### config.mk
export PLATFORM = sky130hd
export DESIGN_NAME = raster_window
export DESIGN_NICKNAME = d
export VERILOG_FILES = /design/src/rtl/rwin_pkg.sv /design/src/rtl/rwin_cfg.sv /design/src/rtl/rwin_rowmap.sv /design/src/rtl/rwin_band.sv /design/src/rtl/raster_window.sv
export SDC_FILE = /design/constraint.sdc
export NUM_CORES = 1
export LEC_CHECK = 0
export BUFFER_PORTS_ARGS = -buffer_cell sky130_fd_sc_hd__buf_2
export CORE_ASPECT_RATIO = 1.25
export CORE_UTILIZATION = 55
export DETAILED_ROUTE_END_ITERATION = 7
export PLACE_DENSITY = 0.75
export RECOVER_POWER = 25
export SLEW_MARGIN = 0
export SYNTH_ARGS = -nofsm -noshare
export SYNTH_HDL_FRONTEND = slang
export SYNTH_SLANG_ARGS = --single-unit
export TNS_END_PERCENT = 5
### constraint.sdc
create_clock -name clk -period 8.2 [get_ports clk]
set_input_delay 1.64 -clock clk [delete_from_list [all_inputs] [get_ports clk]]
set_output_delay 1.64 -clock clk [all_outputs]
set_load 0.03 [all_outputs]
### src/rtl/rwin_pkg.sv
package rwin_pkg;

  localparam int unsigned RWIN_ROW_W  = 7;
  localparam int unsigned RWIN_DATA_W = 8;
  localparam int unsigned RWIN_NREG   = 3;

  typedef enum logic [1:0] {
    SEL_OFFSET  = 2'd0,
    SEL_BLK_LO  = 2'd1,
    SEL_BLK_HI  = 2'd2,
    SEL_NONE    = 2'd3
  } rwin_sel_e;

endpackage

### src/rtl/rwin_cfg.sv
module rwin_cfg
  import rwin_pkg::*;
#(
  parameter int unsigned ROW_W  = RWIN_ROW_W,
  parameter int unsigned DATA_W = RWIN_DATA_W
) (
  input  logic              clk,
  input  logic              rst_n,
  input  logic              wr_en,
  input  logic [1:0]        wr_sel,
  input  logic [DATA_W-1:0] wr_data,
  input  logic [ROW_W-1:0]  duty_in,
  input  logic              commit,
  output logic [ROW_W-1:0]  use_offset,
  output logic [ROW_W-1:0]  use_lo,
  output logic [ROW_W-1:0]  use_hi,
  output logic [ROW_W-1:0]  use_duty,
  output logic              bad_scroll,
  output logic              bad_blink,
  output logic [ROW_W-1:0]  act_duty
);

  localparam int unsigned NREG = RWIN_NREG;

  logic [ROW_W-1:0] pend [NREG];
  logic [ROW_W-1:0] act  [NREG];
  logic [ROW_W-1:0] nx   [NREG];
  logic [ROW_W-1:0] act_duty_q;
  logic [NREG-1:0]  over;

  // pending copies, written from the port; bit 7 of the data is dropped
  always_ff @(posedge clk) begin
    if (!rst_n) begin
      for (int i = 0; i < NREG; i++) pend[i] <= '0;
    end else if (wr_en) begin
      for (int i = 0; i < NREG; i++) begin
        if (wr_sel == 2'(i)) pend[i] <= wr_data[ROW_W-1:0];
      end
    end
  end

  // values seen by this cycle's row: commit picks the pending set
  genvar g;
  generate
    for (g = 0; g < NREG; g++) begin : g_sel
      assign nx[g]   = commit ? pend[g] : act[g];
      assign over[g] = (nx[g] >= use_duty);
    end
  endgenerate

  assign use_duty = commit ? duty_in : act_duty_q;

  always_ff @(posedge clk) begin
    if (!rst_n) begin
      for (int i = 0; i < NREG; i++) act[i] <= '0;
      act_duty_q <= '0;
    end else if (commit) begin
      for (int i = 0; i < NREG; i++) act[i] <= pend[i];
      act_duty_q <= duty_in;
    end
  end

  assign use_offset = nx[SEL_OFFSET];
  assign use_lo     = nx[SEL_BLK_LO];
  assign use_hi     = nx[SEL_BLK_HI];
  assign bad_scroll = over[SEL_OFFSET];
  assign bad_blink  = over[SEL_BLK_LO] | over[SEL_BLK_HI] |
                      (nx[SEL_BLK_HI] <= nx[SEL_BLK_LO]);
  assign act_duty   = act_duty_q;

endmodule

### src/rtl/rwin_rowmap.sv
module rwin_rowmap #(
  parameter int unsigned ROW_W = 7
) (
  input  logic [ROW_W-1:0] scan_row,
  input  logic [ROW_W-1:0] offset,
  input  logic [ROW_W-1:0] duty,
  input  logic             bypass,
  output logic [ROW_W-1:0] row
);

  localparam int unsigned SUM_W = ROW_W + 1;

  logic [SUM_W-1:0] sum;
  logic [SUM_W-1:0] wrapped;

  // one compare and one subtract: valid because both terms are below duty
  always_comb begin
    sum     = {1'b0, scan_row} + {1'b0, offset};
    wrapped = (sum >= {1'b0, duty}) ? (sum - {1'b0, duty}) : sum;
    row     = bypass ? scan_row : wrapped[ROW_W-1:0];
  end

endmodule

### src/rtl/rwin_band.sv
module rwin_band #(
  parameter int unsigned ROW_W = 7
) (
  input  logic [ROW_W-1:0] row,
  input  logic [ROW_W-1:0] lo,
  input  logic [ROW_W-1:0] hi,
  input  logic             mute,
  input  logic             phase_off,
  output logic             hit,
  output logic             blank
);

  always_comb begin
    hit   = !mute && (row >= lo) && (row <= hi);
    blank = hit && phase_off;
  end

endmodule

### src/rtl/raster_window.sv
module raster_window
  import rwin_pkg::*;
#(
  parameter int unsigned ROW_W  = RWIN_ROW_W,
  parameter int unsigned DATA_W = RWIN_DATA_W
) (
  input  logic              clk,
  input  logic              rst_n,
  input  logic              wr_en,
  input  logic [1:0]        wr_sel,
  input  logic [DATA_W-1:0] wr_data,
  input  logic [ROW_W-1:0]  duty,
  input  logic              frame_start,
  input  logic [ROW_W-1:0]  scan_row,
  input  logic              blink_off,
  output logic [ROW_W-1:0]  row_addr,
  output logic              blink_hit,
  output logic              blank,
  output logic              cfg_err
);

  logic [ROW_W-1:0] use_offset, use_lo, use_hi, use_duty, act_duty;
  logic             bad_scroll, bad_blink;
  logic [ROW_W-1:0] row_c;
  logic             hit_c, blank_c;

  rwin_cfg #(.ROW_W(ROW_W), .DATA_W(DATA_W)) u_cfg (
    .clk        (clk),
    .rst_n      (rst_n),
    .wr_en      (wr_en),
    .wr_sel     (wr_sel),
    .wr_data    (wr_data),
    .duty_in    (duty),
    .commit     (frame_start),
    .use_offset (use_offset),
    .use_lo     (use_lo),
    .use_hi     (use_hi),
    .use_duty   (use_duty),
    .bad_scroll (bad_scroll),
    .bad_blink  (bad_blink),
    .act_duty   (act_duty)
  );

  rwin_rowmap #(.ROW_W(ROW_W)) u_map (
    .scan_row (scan_row),
    .offset   (use_offset),
    .duty     (use_duty),
    .bypass   (bad_scroll),
    .row      (row_c)
  );

  rwin_band #(.ROW_W(ROW_W)) u_band (
    .row       (row_c),
    .lo        (use_lo),
    .hi        (use_hi),
    .mute      (bad_scroll | bad_blink),
    .phase_off (blink_off),
    .hit       (hit_c),
    .blank     (blank_c)
  );

  always_ff @(posedge clk) begin
    if (!rst_n) begin
      row_addr  <= '0;
      blink_hit <= 1'b0;
      blank     <= 1'b0;
      cfg_err   <= 1'b0;
    end else begin
      row_addr  <= row_c;
      blink_hit <= hit_c;
      blank     <= blank_c;
      cfg_err   <= bad_scroll | bad_blink;
    end
  end

endmodule

==> results.sh <==
export IMPL_detailedPlacementHpwl_um=6440
export IMPL_syn_inst=378
export IMPL_cts_inserted_buffers=9
export IMPL_grt_util_all_layers_pct=24.4
export IMPL_crit_path_end_kind="register"
export IMPL_cp_max_fo=37
export IMPL_critical_path_slowest_cell="or4b_1"
export IMPL_timing_critical_path_arrival_ps=6720
export IMPL_initial_detailed_routing_violation_count=147
export IMPL_r2r_cells=23
export IMPL_cts_hold_buffers_added=0
export IMPL_post_synth_main_area_contributors="edfxtp_1 32%, ha_1 18%, dfxtp_1 8.5%, mux2i_1 6.5%, and3_1 3.5%"
export IMPL_slew_viol_final=45
export IMPL_hold_path_depth=1
export IMPL_clkSlewWorstSetupHoldPaths_ps=80
export IMPL_design_final_nets=503
export IMPL_synth_seq_area_share_pct=40.2
export IMPL_clockRootBuffer="clkbuf_8"
export IMPL_part_of_the_cycle_the_worst_path_needs_pct=79.0
export IMPL_first_pass_drt_iterations=5
export IMPL_grt_pass1_vias=2973
export IMPL_min_delay_path_class="register to register"
export IMPL_place_gp_congestion=0.888
export IMPL_drcViolationCount=0
export IMPL_total_leakage_power_nw=2.07
export IMPL_cellPowerDensity_nw_per_um2=241
export IMPL_cts_tree="yes"
export IMPL_most_common_layout_cells="56 x ha_1, 42 x edfxtp_1, 30 x buf_2"
export IMPL_vdd_ir_drop_max_mv=0.165
export IMPL_initial_antenna_violation_count=0
export IMPL_final_cell_area_um2=4460
export IMPL_yosys_area_top_type="edfxtp_1"
export IMPL_share_of_layout_cells_above_drive_strength_1_pct=14.7
export IMPL_tightest_slew_ps=1560
export IMPL_synth_warning_count=0
export IMPL_setup_tns_ps=0
export IMPL_max_stage_delay_ps=470
export IMPL_route_antenna_remaining_nets=0
export IMPL_grt_remaining_overflow=0
export IMPL_holdWs_ps=595
export IMPL_worst_endpoint_required_ps=8440
export IMPL_placed_cell_area_um2=4250
export IMPL_crit_start="frame_start"
export IMPL_slew_limit_headroom_pct=-4.33
export IMPL_max_cap_violations=1
export IMPL_stdcell_count=511
export IMPL_place_port_buffers=37
export IMPL_vias_per_cell=5.82
export IMPL_floorplan_io_pins=39
export IMPL_synth_seq_cells=59
export IMPL_layout_cells_most_common="ha_1"
export IMPL_grt_pass1_wl_um=14100
export IMPL_max_freq_mhz=154
export IMPL_ys_dominant_reg_cell="edfxtp_1"
export IMPL_pnr_worst_setup_slack_ps=1720
export IMPL_clock_latency_ps=340
export IMPL_vias=2972
export IMPL_timing_worst_setup_path_type="primary input to register"
export IMPL_clock_tree_buffer_depth=2
export IMPL_route_final_wire_length_um=8450
export IMPL_start_util_pct=57.1
export IMPL_report_final_setup_viol=0
export IMPL_grt_start_max_net_pins=45
export IMPL_critical_path_top_cell_by_count="ha_1"
export IMPL_quantity_of_gates_resized_following_cts=0
export IMPL_combined_area_of_all_synthesized_cells_um2=3990
export IMPL_synth_enable_flop_cells=42
export IMPL_die_h_um=97.2
export IMPL_fp_row_count=34
export IMPL_pre_cts_ws_ps=1400
export IMPL_dieArea_um2=7590
export IMPL_skew_ps=7.06
export IMPL_hold_viol=0
export IMPL_cts_post_setup_buffers_inserted=0
export IMPL_timing_final_crit_period_ps=6480
export IMPL_h_tree_depth=3
export IMPL_cts_num_sinks=59
export IMPL_chipWidth_um=78.1
export IMPL_timing_critical_path_from_type="primary input"
export IMPL_synthesized_netlist_net_count=465
export IMPL_status="complete, but fails checks"
export IMPL_r2r_start="u_cfg.pend[0][0]$_DFFE_PP_"
export IMPL_min_delay_start="u_cfg.pend[0][6]$_DFFE_PP_"
export IMPL_num_antenna_cells=0
export IMPL_avgRoutedWirePerCell_um=16.5
export IMPL_synth_top_cell_area_share_pct=31.6
export IMPL_synth_cell_type_count=50
export IMPL_place_inst=495
export IMPL_fp_coreArea_um2=6980
export IMPL_grt_setup_unrepaired="false"
export IMPL_flow_area_growth_from_synthesis_pct=12.0
export IMPL_syn_area_per_cell_um2=10.5
export IMPL_failed_checks="capacitance limit, slew limit"
export IMPL_postSynth_asyncResetShare_pct=0
export IMPL_timing_critical_path_cells="buf_2, buf_4, mux2_2, ha_1, or4b_1, o2111ai_1, ha_1, nand4_1, o21ai_0, a21oi_4, nand2_4, mux2_4, a21o_1, ha_1, nand2b_1, a211oi_1, nor3_1, a2111oi_0, nor2_1, and3b_1"
synth_stat cells (5+ instances only):
library cell / number
a21oi_1: 21
edfxtp_1: 42
nor2b_1: 12
o21a_1: 5
mux2_2: 6
clkbuf_1: 9
a21o_1: 5
ha_1: 56
o21ai_0: 19
inv_1: 24
and3_1: 22
nand4_1: 5
nor2_1: 27
dfxtp_1: 17
a211oi_1: 6
and2_1: 9
nand2_1: 9
nand3_1: 8
mux2i_1: 26
nand2b_1: 6
path summary, 6_finish.rpt:
path                                                       to  slack, ps
worst max register to register           blink_hit$_SDFF_PN0_       3100
worst min-delay path            u_cfg.act[0][6]$_SDFFCE_PN0P_        600
worst max-delay path                     blink_hit$_SDFF_PN0_       1720
worst min register to register  u_cfg.act[0][6]$_SDFFCE_PN0P_        600
state kept, by name, indices dropped and copies added, names as in the netlist:
| signal | count |
|---|---|
| u_cfg.act_duty | 7 |
| u_cfg.act | 21 |
| blank | 1 |
| u_cfg.pend | 21 |
| cfg_err | 1 |
| row_addr | 7 |
| blink_hit | 1 |
stage by stage:
stage | utilization, % | total power, mW
3_5_place_dp | 60.9 | 0.771
3_3_place_gp | 60.9 | 0.754
4_1_cts | 64.1 | 1.08
5_1_grt | 64.0 | 1.15
2_1_floorplan | - | 0.673
6_report | 64.0 | 1.08
layer usage:
metal	GRT usage (%)	vias up	share of wire, %
met5	0	-	0
met4	9.97	0	2.2
met3	4.98	15	3.3
li1	-	1486	-
met1	29.3	1394	45
met2	42.1	77	50
final cells by class:
type	count	area [um^2]
inverters	24	90.1
well taps	90	113
multi-input cells	283	2250
repair buffers	39	191
clock inverters	7	98.8
flip-flops and latches	59	1600
clock buffers	9	124
fillers	560	2510
power breakdown:
part / total, mW / switching, mW / leakage (nW) / internal [mW]
Clock: 0.305 / 0.132 / 0.110 / 0.173
Sequential: 0.360 / 0.00956 / 0.579 / 0.351
Combinational: 0.410 / 0.246 / 1.38 / 0.165
critical path: cells and delay by family:
family,cells,cell delay (ps)
compound gates,6,1380
simple gates,7,1240
fa+ha+maj,3,1000
mux,2,760
buf+inv,2,690
logic make-up after synthesis:
family                     synth area share (%)
xor gates and xnor gates                  0.879
and+or+nand+nor                            15.7
buffers and inverters                      3.48
adders and majority gates                  18.6
AOI/OAI and AO/OA                          12.6
DFF                                        40.2
muxes                                      8.60
(Power assumes the default switching activity.)
